## src/rtl/twin_pulse_pkg.sv

```systemverilog
package twin_pulse_pkg;
  typedef enum logic [1:0] {
    STEP_HOLD = 2'd0,
    STEP_UP   = 2'd1,
    STEP_DOWN = 2'd2
  } step_e;

  localparam int unsigned LANE_INC = 0;
  localparam int unsigned LANE_DEC = 1;
  localparam int unsigned LANES    = 2;
endpackage

```

## src/rtl/edge_sync.sv

```systemverilog
module edge_sync #(
  parameter int unsigned LANES  = 2,
  parameter int unsigned STAGES = 2
) (
  input  logic             clk,
  input  logic             rst_n,
  input  logic [LANES-1:0] raw_i,
  output logic [LANES-1:0] level_o,
  output logic [LANES-1:0] rise_o,
  output logic [LANES-1:0] held_o
);
  localparam int unsigned LAST = STAGES - 1;

  for (genvar g = 0; g < LANES; g++) begin : g_lane
    logic [STAGES-1:0] chain_q, chain_d;
    logic              prev_q;

    always_comb begin
      chain_d = {chain_q[STAGES-2:0], raw_i[g]};
    end

    always_ff @(posedge clk or negedge rst_n) begin
      if (!rst_n) begin
        chain_q <= '1;
        prev_q  <= 1'b1;
      end else begin
        chain_q <= chain_d;
        prev_q  <= chain_q[LAST];
      end
    end

    assign level_o[g] = chain_q[LAST];
    assign rise_o[g]  = chain_q[LAST] & ~prev_q;
    assign held_o[g]  = chain_q[LAST] & prev_q;
  end
endmodule

```

## src/rtl/count_core.sv

```systemverilog
module count_core
  import twin_pulse_pkg::*;
#(
  parameter int unsigned WIDTH = 4
) (
  input  logic             clk,
  input  logic             rst_n,
  input  logic             zap,
  input  logic             preload_n,
  input  logic [WIDTH-1:0] din,
  input  logic [LANES-1:0] rise,
  input  logic [LANES-1:0] held,
  output logic [WIDTH-1:0] q
);
  step_e            step;
  logic [WIDTH-1:0] cnt_q, cnt_d;
  logic             cnt_en;

  always_comb begin
    step = STEP_HOLD;
    if (rise[LANE_INC] && held[LANE_DEC])      step = STEP_UP;
    else if (rise[LANE_DEC] && held[LANE_INC]) step = STEP_DOWN;
  end

  always_comb begin
    cnt_en = 1'b1;
    cnt_d  = cnt_q;
    if (zap)             cnt_d = '0;
    else if (!preload_n) cnt_d = din;
    else begin
      unique case (step)
        STEP_UP:   cnt_d = cnt_q + 1'b1;
        STEP_DOWN: cnt_d = cnt_q - 1'b1;
        default:   cnt_en = 1'b0;
      endcase
    end
  end

  always_ff @(posedge clk or negedge rst_n) begin
    if (!rst_n)      cnt_q <= '0;
    else if (cnt_en) cnt_q <= cnt_d;
  end

  assign q = cnt_q;
endmodule

```

## src/rtl/cascade_out.sv

```systemverilog
module cascade_out #(
  parameter int unsigned WIDTH = 4
) (
  input  logic [WIDTH-1:0] q,
  input  logic             inc_lvl,
  input  logic             dec_lvl,
  output logic             borrow_n,
  output logic             carry_n
);
  localparam logic [WIDTH-1:0] TOP = '1;

  always_comb begin
    borrow_n = ~((q == '0) & ~dec_lvl);
    carry_n  = ~((q == TOP) & ~inc_lvl);
  end
endmodule

```

## src/rtl/twin_pulse_counter.sv

```systemverilog
module twin_pulse_counter
  import twin_pulse_pkg::*;
#(
  parameter int unsigned WIDTH       = 4,
  parameter int unsigned SYNC_STAGES = 2
) (
  input  logic             clk,
  input  logic             rst_n,
  input  logic             inc_in,
  input  logic             dec_in,
  input  logic             preload_n,
  input  logic             zap,
  input  logic [WIDTH-1:0] din,
  output logic [WIDTH-1:0] q,
  output logic             borrow_n,
  output logic             carry_n
);
  logic             rst_meta, rst_sync_n;
  logic [LANES-1:0] raw, level, rise, held;

  always_ff @(posedge clk or negedge rst_n) begin
    if (!rst_n) begin
      rst_meta   <= 1'b0;
      rst_sync_n <= 1'b0;
    end else begin
      rst_meta   <= 1'b1;
      rst_sync_n <= rst_meta;
    end
  end

  always_comb begin
    raw           = '0;
    raw[LANE_INC] = inc_in;
    raw[LANE_DEC] = dec_in;
  end

  edge_sync #(.LANES(LANES), .STAGES(SYNC_STAGES)) u_sync (
    .clk(clk), .rst_n(rst_sync_n), .raw_i(raw),
    .level_o(level), .rise_o(rise), .held_o(held)
  );

  count_core #(.WIDTH(WIDTH)) u_core (
    .clk(clk), .rst_n(rst_sync_n), .zap(zap), .preload_n(preload_n),
    .din(din), .rise(rise), .held(held), .q(q)
  );

  cascade_out #(.WIDTH(WIDTH)) u_casc (
    .q(q), .inc_lvl(level[LANE_INC]), .dec_lvl(level[LANE_DEC]),
    .borrow_n(borrow_n), .carry_n(carry_n)
  );
endmodule

```

## config.mk

```make
export PLATFORM = sky130hd
export DESIGN_NAME = twin_pulse_counter
export DESIGN_NICKNAME = d
export VERILOG_FILES = /design/src/rtl/twin_pulse_pkg.sv /design/src/rtl/edge_sync.sv /design/src/rtl/count_core.sv /design/src/rtl/cascade_out.sv /design/src/rtl/twin_pulse_counter.sv
export SDC_FILE = /design/constraint.sdc
export NUM_CORES = 1
export LEC_CHECK = 0
export BUFFER_PORTS_ARGS = -buffer_cell sky130_fd_sc_hd__buf_2
export CAP_MARGIN = 10
export CORE_AREA = 2 2 39 41
export DETAILED_ROUTE_END_ITERATION = 8
export DIE_AREA = 0 0 41 43
export GPL_ROUTABILITY_DRIVEN = 0
export GPL_TIMING_DRIVEN = 0
export PLACE_DENSITY = 0.67
export SLEW_MARGIN = 20
export SYNTH_ARGS = -nofsm -noshare
export SYNTH_HDL_FRONTEND = slang
export SYNTH_SLANG_ARGS = --single-unit
```

## constraint.sdc

```tcl
create_clock -name clk -period 1.13 [get_ports clk]
set_input_delay 0.113 -clock clk [delete_from_list [all_inputs] [get_ports clk]]
set_output_delay 0.113 -clock clk [all_outputs]
set_load 0.01 [all_outputs]
```

==> results of run 1 <==
## worst min-delay path by stage
stage | slack (ns) | depth (start not counted) | end | start
final | 0.08 | 2 | u_core.q[2] | zap
after global routing | 0.07 | 2 | u_core.q[2] | zap
after CTS | 0.02 | 2 | u_core.q[1] | zap
after detailed placement | -0.1 | 1 | rst_meta | rst_n
after global placement | -0.10 | 1 | rst_meta | rst_n
after floorplan | -0.18 | 0 | rst_meta | rst_n
## cell families (layout without fill, tap and decap cells)
family,count (synthesis),in the layout,share of synthesized area (%)
AOI/OAI and AO/OA,9,9,10.29
other,1,1,0.6705
adders and majority gates,3,3,8.053
buffers and inverters,4,36,2.684
and+or+nand+nor,20,20,18.57
xor gates and xnor gates,3,3,4.699
DFF,12,12,55.03
## critical path: cells and delay by family (launching register included)
family                     cells  cell delay [ns]
DFF                            1             0.53
and+or+nand+nor                3             0.83
AOI/OAI and AO/OA              2             0.30
buffers and inverters          1             0.09
adders and majority gates      1             0.30
## metal layers
metal | GRT usage [%] | share of wire (%)
met5 | 0 | 0
met3 | 1.571 | 3.8
met4 | 12.00 | 1.0
met1 | 19.93 | 40
met2 | 25.62 | 55
## area by class of cell
cell class	instances	area, um^2	share of cell area [%]
multi-input cells	36	331.6	36.10
repair buffers	28	206.4	22.48
clock buffers	4	36.28	3.951
well taps	16	20.02	2.180
flip-flops and latches	12	309.0	33.65
inverters	3	11.26	1.226
plain buffers	1	3.754	0.4087
## per-stage QoR
stage	setup slack, ns	util (%)	setup TNS [ns]	total power, uW	cell area [um^2]
CTS	-0.9388	61.75	-3.599	1009	854.6
detailed placement	-1.050	48.37	-2.673	614.2	669.4
global placement	-1.029	48.37	-2.581	610.9	669.4
finish	-1.008	66.37	-3.463	1027	918.4
global route	-1.093	66.37	-3.947	1075	918.4
floorplan	-0.9011	-	-1.994	565.6	579.3
## power groups by stage
| stage | clock network, uW | logic (uW) | registers, uW |
|---|---|---|---|
| 2_1_floorplan | 0 | 66.6 | 499 |
| 3_3_place_gp | 0 | 111 | 500 |
| 3_5_place_dp | 0 | 113 | 501 |
| 4_1_cts | 347 | 177 | 485 |
| 5_1_grt | 355 | 229 | 491 |
| 6_report | 329 | 211 | 487 |
## registers in the layout (all words and copies together), names as in the netlist
| name | cells |
|---|---|
| rst_meta | 1 |
| u_core.q | 4 |
| rst_sync_n | 1 |
| u_sync.g_lane.chain_q | 4 |
| u_sync.g_lane.prev_q | 2 |
## layout by cell type, fill, tap and decap left out, types with 2 or more instances in the layout
cell type / count
or4_4: 2
buf_4: 8
ha_4: 2
clkbuf_4: 3
buf_2: 12
a21oi_2: 2
buf_6: 5
nand3_2: 2
a21oi_1: 2
dfrtp_1: 5
nand2_1: 5
dlygate4sd3_1: 3
nor2_1: 3
inv_2: 2
dfstp_2: 6
## timing repair
| action | in CTS | in global routing |
|---|---|---|
| gates resized for setup | 11 | 9 |
| setup endpoints to repair | 6 | 7 |
| hold buffers | 3 | 0 |
| cloned | 0 | 0 |
| endpoints found under the hold margin | 4 | 0 |
| pin swaps | 8 | 10 |
| buffers inserted | 10 | 2 |
==> impl_metrics.ini, run 1 <==
[clock_network]
numClockSinks = 12
clockRootBuffer = clkbuf_4
clk_latency_ns = 0.26
h-tree-depth = 1
clk_path_buf_depth = 2
numCtsBuffers = 3
cts_tree = built
clk_pin_slew_ns = 0.07

[global_route]
grt_pass1_wl_um = 1883
grt_antenna_before_repair = 0
grt_use_total_pct = 16.48
grt_max_degree = 11
grt_pass1_vias = 471
overflow = 0

[synthesis]
ys.warnings.count = 0
synth_cells = 52
yosysTopAreaCellShare_pct = 28.19
synth-seq-cells = 12
synth_common_cells = dfrtp_1 (6), dfstp_2 (6), nand2_1 (5)
syn_area_um2 = 559.3
async_flop_share_pct = 100.0
synth_nets = 65
synth.distinct_cells = 24
yosysTopAreaCell = dfstp_2
synth_edf_count = 0
ys_seq_area_share_pct = 55.03
synth_area_leaders = dfstp_2 (28%), dfrtp_1 (27%), ha_1 (4.5%)
syn_avg_cell_area_um2 = 10.76
ys.flop_type = dfstp_2

[worst_setup_path]
required_ns = 1.31
ff2ff_setup_slack_ns = -1.01
crit_slowest_cell = dfstp_2
rr_endpoint = u_core.q[3]
crit_path_cell_trace = nand4b_1, inv_2, ha_4, a21oi_2, and3_4, or4_4, a311oi_2
critPathLaunchType = flop
critPathArrivalTime_ns = 2.31
cp-end-kind = flop
r2r_cells = 7
crit_path_start = u_sync.g_lane[1].prev_q
r2r-start = u_sync.g_lane[1].prev_q
critPathMaxFanout = 3
path_class = reg -> reg
crit_end = u_core.q[3]
cpPeakStageDelay_ns = 0.53

[pwr]
vdd_ir_drop_max_mv = 0.8174
intPower_uw = 768.1
switchingPower_uw = 258.9
comb_power_share_pct = 20.5
power_switching_share_pct = 25.21
p_clk_share_pct = 32.0
seqPwrFrac_pct = 47.5
power.density_nw_per_um2 = 1118
power.leakage_uw = 0.0003846

[routing]
wl_per_cell_um = 14.39
drt_iter0_markers = 13
drt_wl_total_um = 1439
viasPerCell = 5.180
antenna_left = 0
vias = 518
first_pass_iters = 4
drc = 0

[finish]
stdcell_count = 100
nNetsFinal = 98
nFillCells = 113
layout-drive-gt1-share_pct = 63.10
diodes = 0
syn_to_final_growth_pct = 64.21

[die]
io_pins = 16
die_w_um = 41
die_h_um = 43
fp-row-count = 14
dieArea_um2 = 1763
core_area_um2 = 1384
initial_core_util_pct = 40.42

[worst_hold_path]
hold_class = in -> reg

[sta]
maxSlewViolCount = 0
period_share_pct = 189.2
rsz0062_at_grt = true
setup_ws_ns = -1.008
fmax_ghz = 0.4677
fin_hold_ws_ns = 0.07545
finalHoldViolations = 0
fin_worst_skew_ns = 0.002591
setup_viol = 7
period_minus_slack_ns = 2.138

[placement]
portBuffers = 14
hpwl_um = 759.7
place_inst = 82

[status]
violations = setup timing
status = complete, but fails checks

[job]
max-cap-violations = 0
Note: power is estimated with default switching activity, not from simulation.
==> run 2: changes to the inputs <==
--- a/config.mk
+++ b/config.mk
@@ -12,7 +12,7 @@
 export DIE_AREA = 0 0 41 43
 export GPL_ROUTABILITY_DRIVEN = 0
 export GPL_TIMING_DRIVEN = 0
-export PLACE_DENSITY = 0.67
+export PLACE_DENSITY = 0.72
 export SLEW_MARGIN = 20
 export SYNTH_ARGS = -nofsm -noshare
 export SYNTH_HDL_FRONTEND = slang
==> run 2 against run 1 <==
Against the previous run:
- the run still ends with setup timing left
- routed wire length fell by 12%
- worst hold slack got worse by 0.013 ns
- combinational power fell by 6%
- non-clock buffer count fell by 1
- critical path depth did not move
- global-route usage fell by 1.0 points
- clock power fell by 2%
- total power fell by 1.7%
- worst setup slack improved by 0.060 ns
- first-iteration DRC count fell by 77%
==> impl_metrics.ini, run 2 (same netlist as run 1, synthesis figures left out) <==
[die]
fp-row-count = 14
initial_core_util_pct = 40.42
dieArea_um2 = 1763
die_w_um = 41
die_h_um = 43
io_pins = 16
core_area_um2 = 1384

[pwr]
intPower_uw = 762.1
power_switching_share_pct = 24.49
vdd_ir_drop_max_mv = 0.7652
comb_power_share_pct = 19.6
power.density_nw_per_um2 = 1114
finalPower_uw = 1009
power.leakage_uw = 0.0003861
p_clk_share_pct = 31.9
switchingPower_uw = 247.2
seqPwrFrac_pct = 48.5

[routing]
first_pass_iters = 3
viasPerCell = 5.121
drt_wl_total_um = 1264
antenna_left = 0
vias = 507
wl_per_cell_um = 12.77
drt_iter0_markers = 3
drc = 0

[clock_network]
clk_path_buf_depth = 2
clockRootBuffer = clkbuf_4
clk_latency_ns = 0.26
numClockSinks = 12
clk_pin_slew_ns = 0.07
cts_tree = built
numCtsBuffers = 3
h-tree-depth = 1

[worst_setup_path]
path_class = reg -> reg
r2r_cells = 7
r2r-start = u_sync.g_lane[1].prev_q
ff2ff_setup_slack_ns = -0.95
required_ns = 1.30
rr_endpoint = u_core.q[3]
critPathLaunchType = flop
cp-end-kind = flop
critPathMaxFanout = 2
critPathArrivalTime_ns = 2.25

[finish]
nNetsFinal = 97
mostFrequentLayoutCells = buf_2 (13), buf_4 (7), dfrtp_1 (6), dfstp_2 (6)
layout-drive-gt1-share_pct = 65.06
fin_area_um2 = 905.9
diodes = 0
syn_to_final_growth_pct = 61.97
mostFrequentLayoutCell = buf_2
nFillCells = 109

[sta]
setup_viol = 6
period_minus_slack_ns = 2.078
fin_worst_skew_ns = 0.003606
rsz0062_at_grt = true
setup_ws_ns = -0.9481
finalHoldViolations = 0
fmax_ghz = 0.4812
period_share_pct = 183.9
maxSlewViolCount = 0

[job]
max-cap-violations = 0

[worst_hold_path]
hold-path-endpoint = u_core.q[1]
hold_depth = 2
hold_class = in -> reg
worstHoldStart = zap

[status]
violations = setup timing
status = complete, but fails checks

[placement]
portBuffers = 14
hpwl_um = 791.5
dpl_cell_area_um2 = 669.4

[global_route]
grt_max_degree = 11
grt_antenna_before_repair = 0
overflow = 0
grt_use_total_pct = 15.43
grt_pass1_vias = 467
grt_pass1_wl_um = 1821
run 2: changes by cell type in the layout (fill, tap and decap cells not counted), sizes merged:
cell  before  now
buf       25   24
run 2: power groups by stage:
stage | logic (uW) | registers (uW) | clock network (uW)
after CTS | 166 | 488 | 339
after global placement | 110 | 499 | 0
after floorplan | 66.6 | 499 | 0
after global routing | 216 | 494 | 362
final | 198 | 489 | 322
after detailed placement | 113 | 502 | 0
run 2: routing by layer:
metal  routed length [um]  global-route usage, %  vias up
met3                   54                  2.094        2
met5                    0                      0        -
li1                     -                      -      244
met1                  526                  17.77      249
met4                    8                  8.000        0
met2                  675                  25.94       12
run 2: worst max path at each step:
stage / from / endpoint / slack [ns] / depth (start not counted)
after floorplan: u_sync.g_lane[1].prev_q / u_core.q[3] / -0.90 / 7
after global placement: u_sync.g_lane[0].chain_q[1] / u_core.q[3] / -1.03 / 7
after detailed placement: u_sync.g_lane[0].chain_q[1] / u_core.q[3] / -1.07 / 7
after CTS: u_sync.g_lane[1].chain_q[1] / u_core.q[3] / -0.96 / 7
after global routing: u_sync.g_lane[1].prev_q / u_core.q[3] / -1.06 / 7
final: u_sync.g_lane[1].prev_q / u_core.q[3] / -0.95 / 7
run 2: cell type report:
type | instances | area, um^2 | share of cell area, %
Timing Repair Buffer | 27 | 192.7 | 21.27
Tap cell | 16 | 20.02 | 2.210
Inverter | 3 | 11.26 | 1.243
Sequential cell | 12 | 307.8 | 33.98
Multi-Input combinational cell | 36 | 334.1 | 36.88
Clock buffer | 4 | 36.28 | 4.006
Buffer | 1 | 3.754 | 0.4144
run 2: what timing repair did:
item,CTS,global route
gates resized for setup,10,11
buffers inserted,7,3
endpoints found under the hold margin,4,0
endpoints found under the setup margin,6,6
hold buffers,3,0
pin swaps,10,11
run 2: through the flow:
stage	instances	setup WS [ns]	hold WS (ns)	util [%]	setup TNS (ns)
final	99	-0.9481	0.06208	65.46	-3.226
after global routing	99	-1.060	0.05618	65.46	-3.619
after CTS	96	-0.9606	0.04402	60.85	-3.237
after detailed placement	82	-1.067	-0.1007	48.37	-2.753
after global placement	82	-1.025	-0.1018	48.37	-2.546
after floorplan	52	-0.9011	-0.1826	-	-1.994
run 2: critical path, stage by stage, from the launching register on:
cell      delay (ns)
dfstp_2         0.53
nand4b_1        0.16
inv_2           0.07
ha_1            0.29
nand3_2         0.08
and3_4          0.15
or4_4           0.48
a311oi_2        0.24
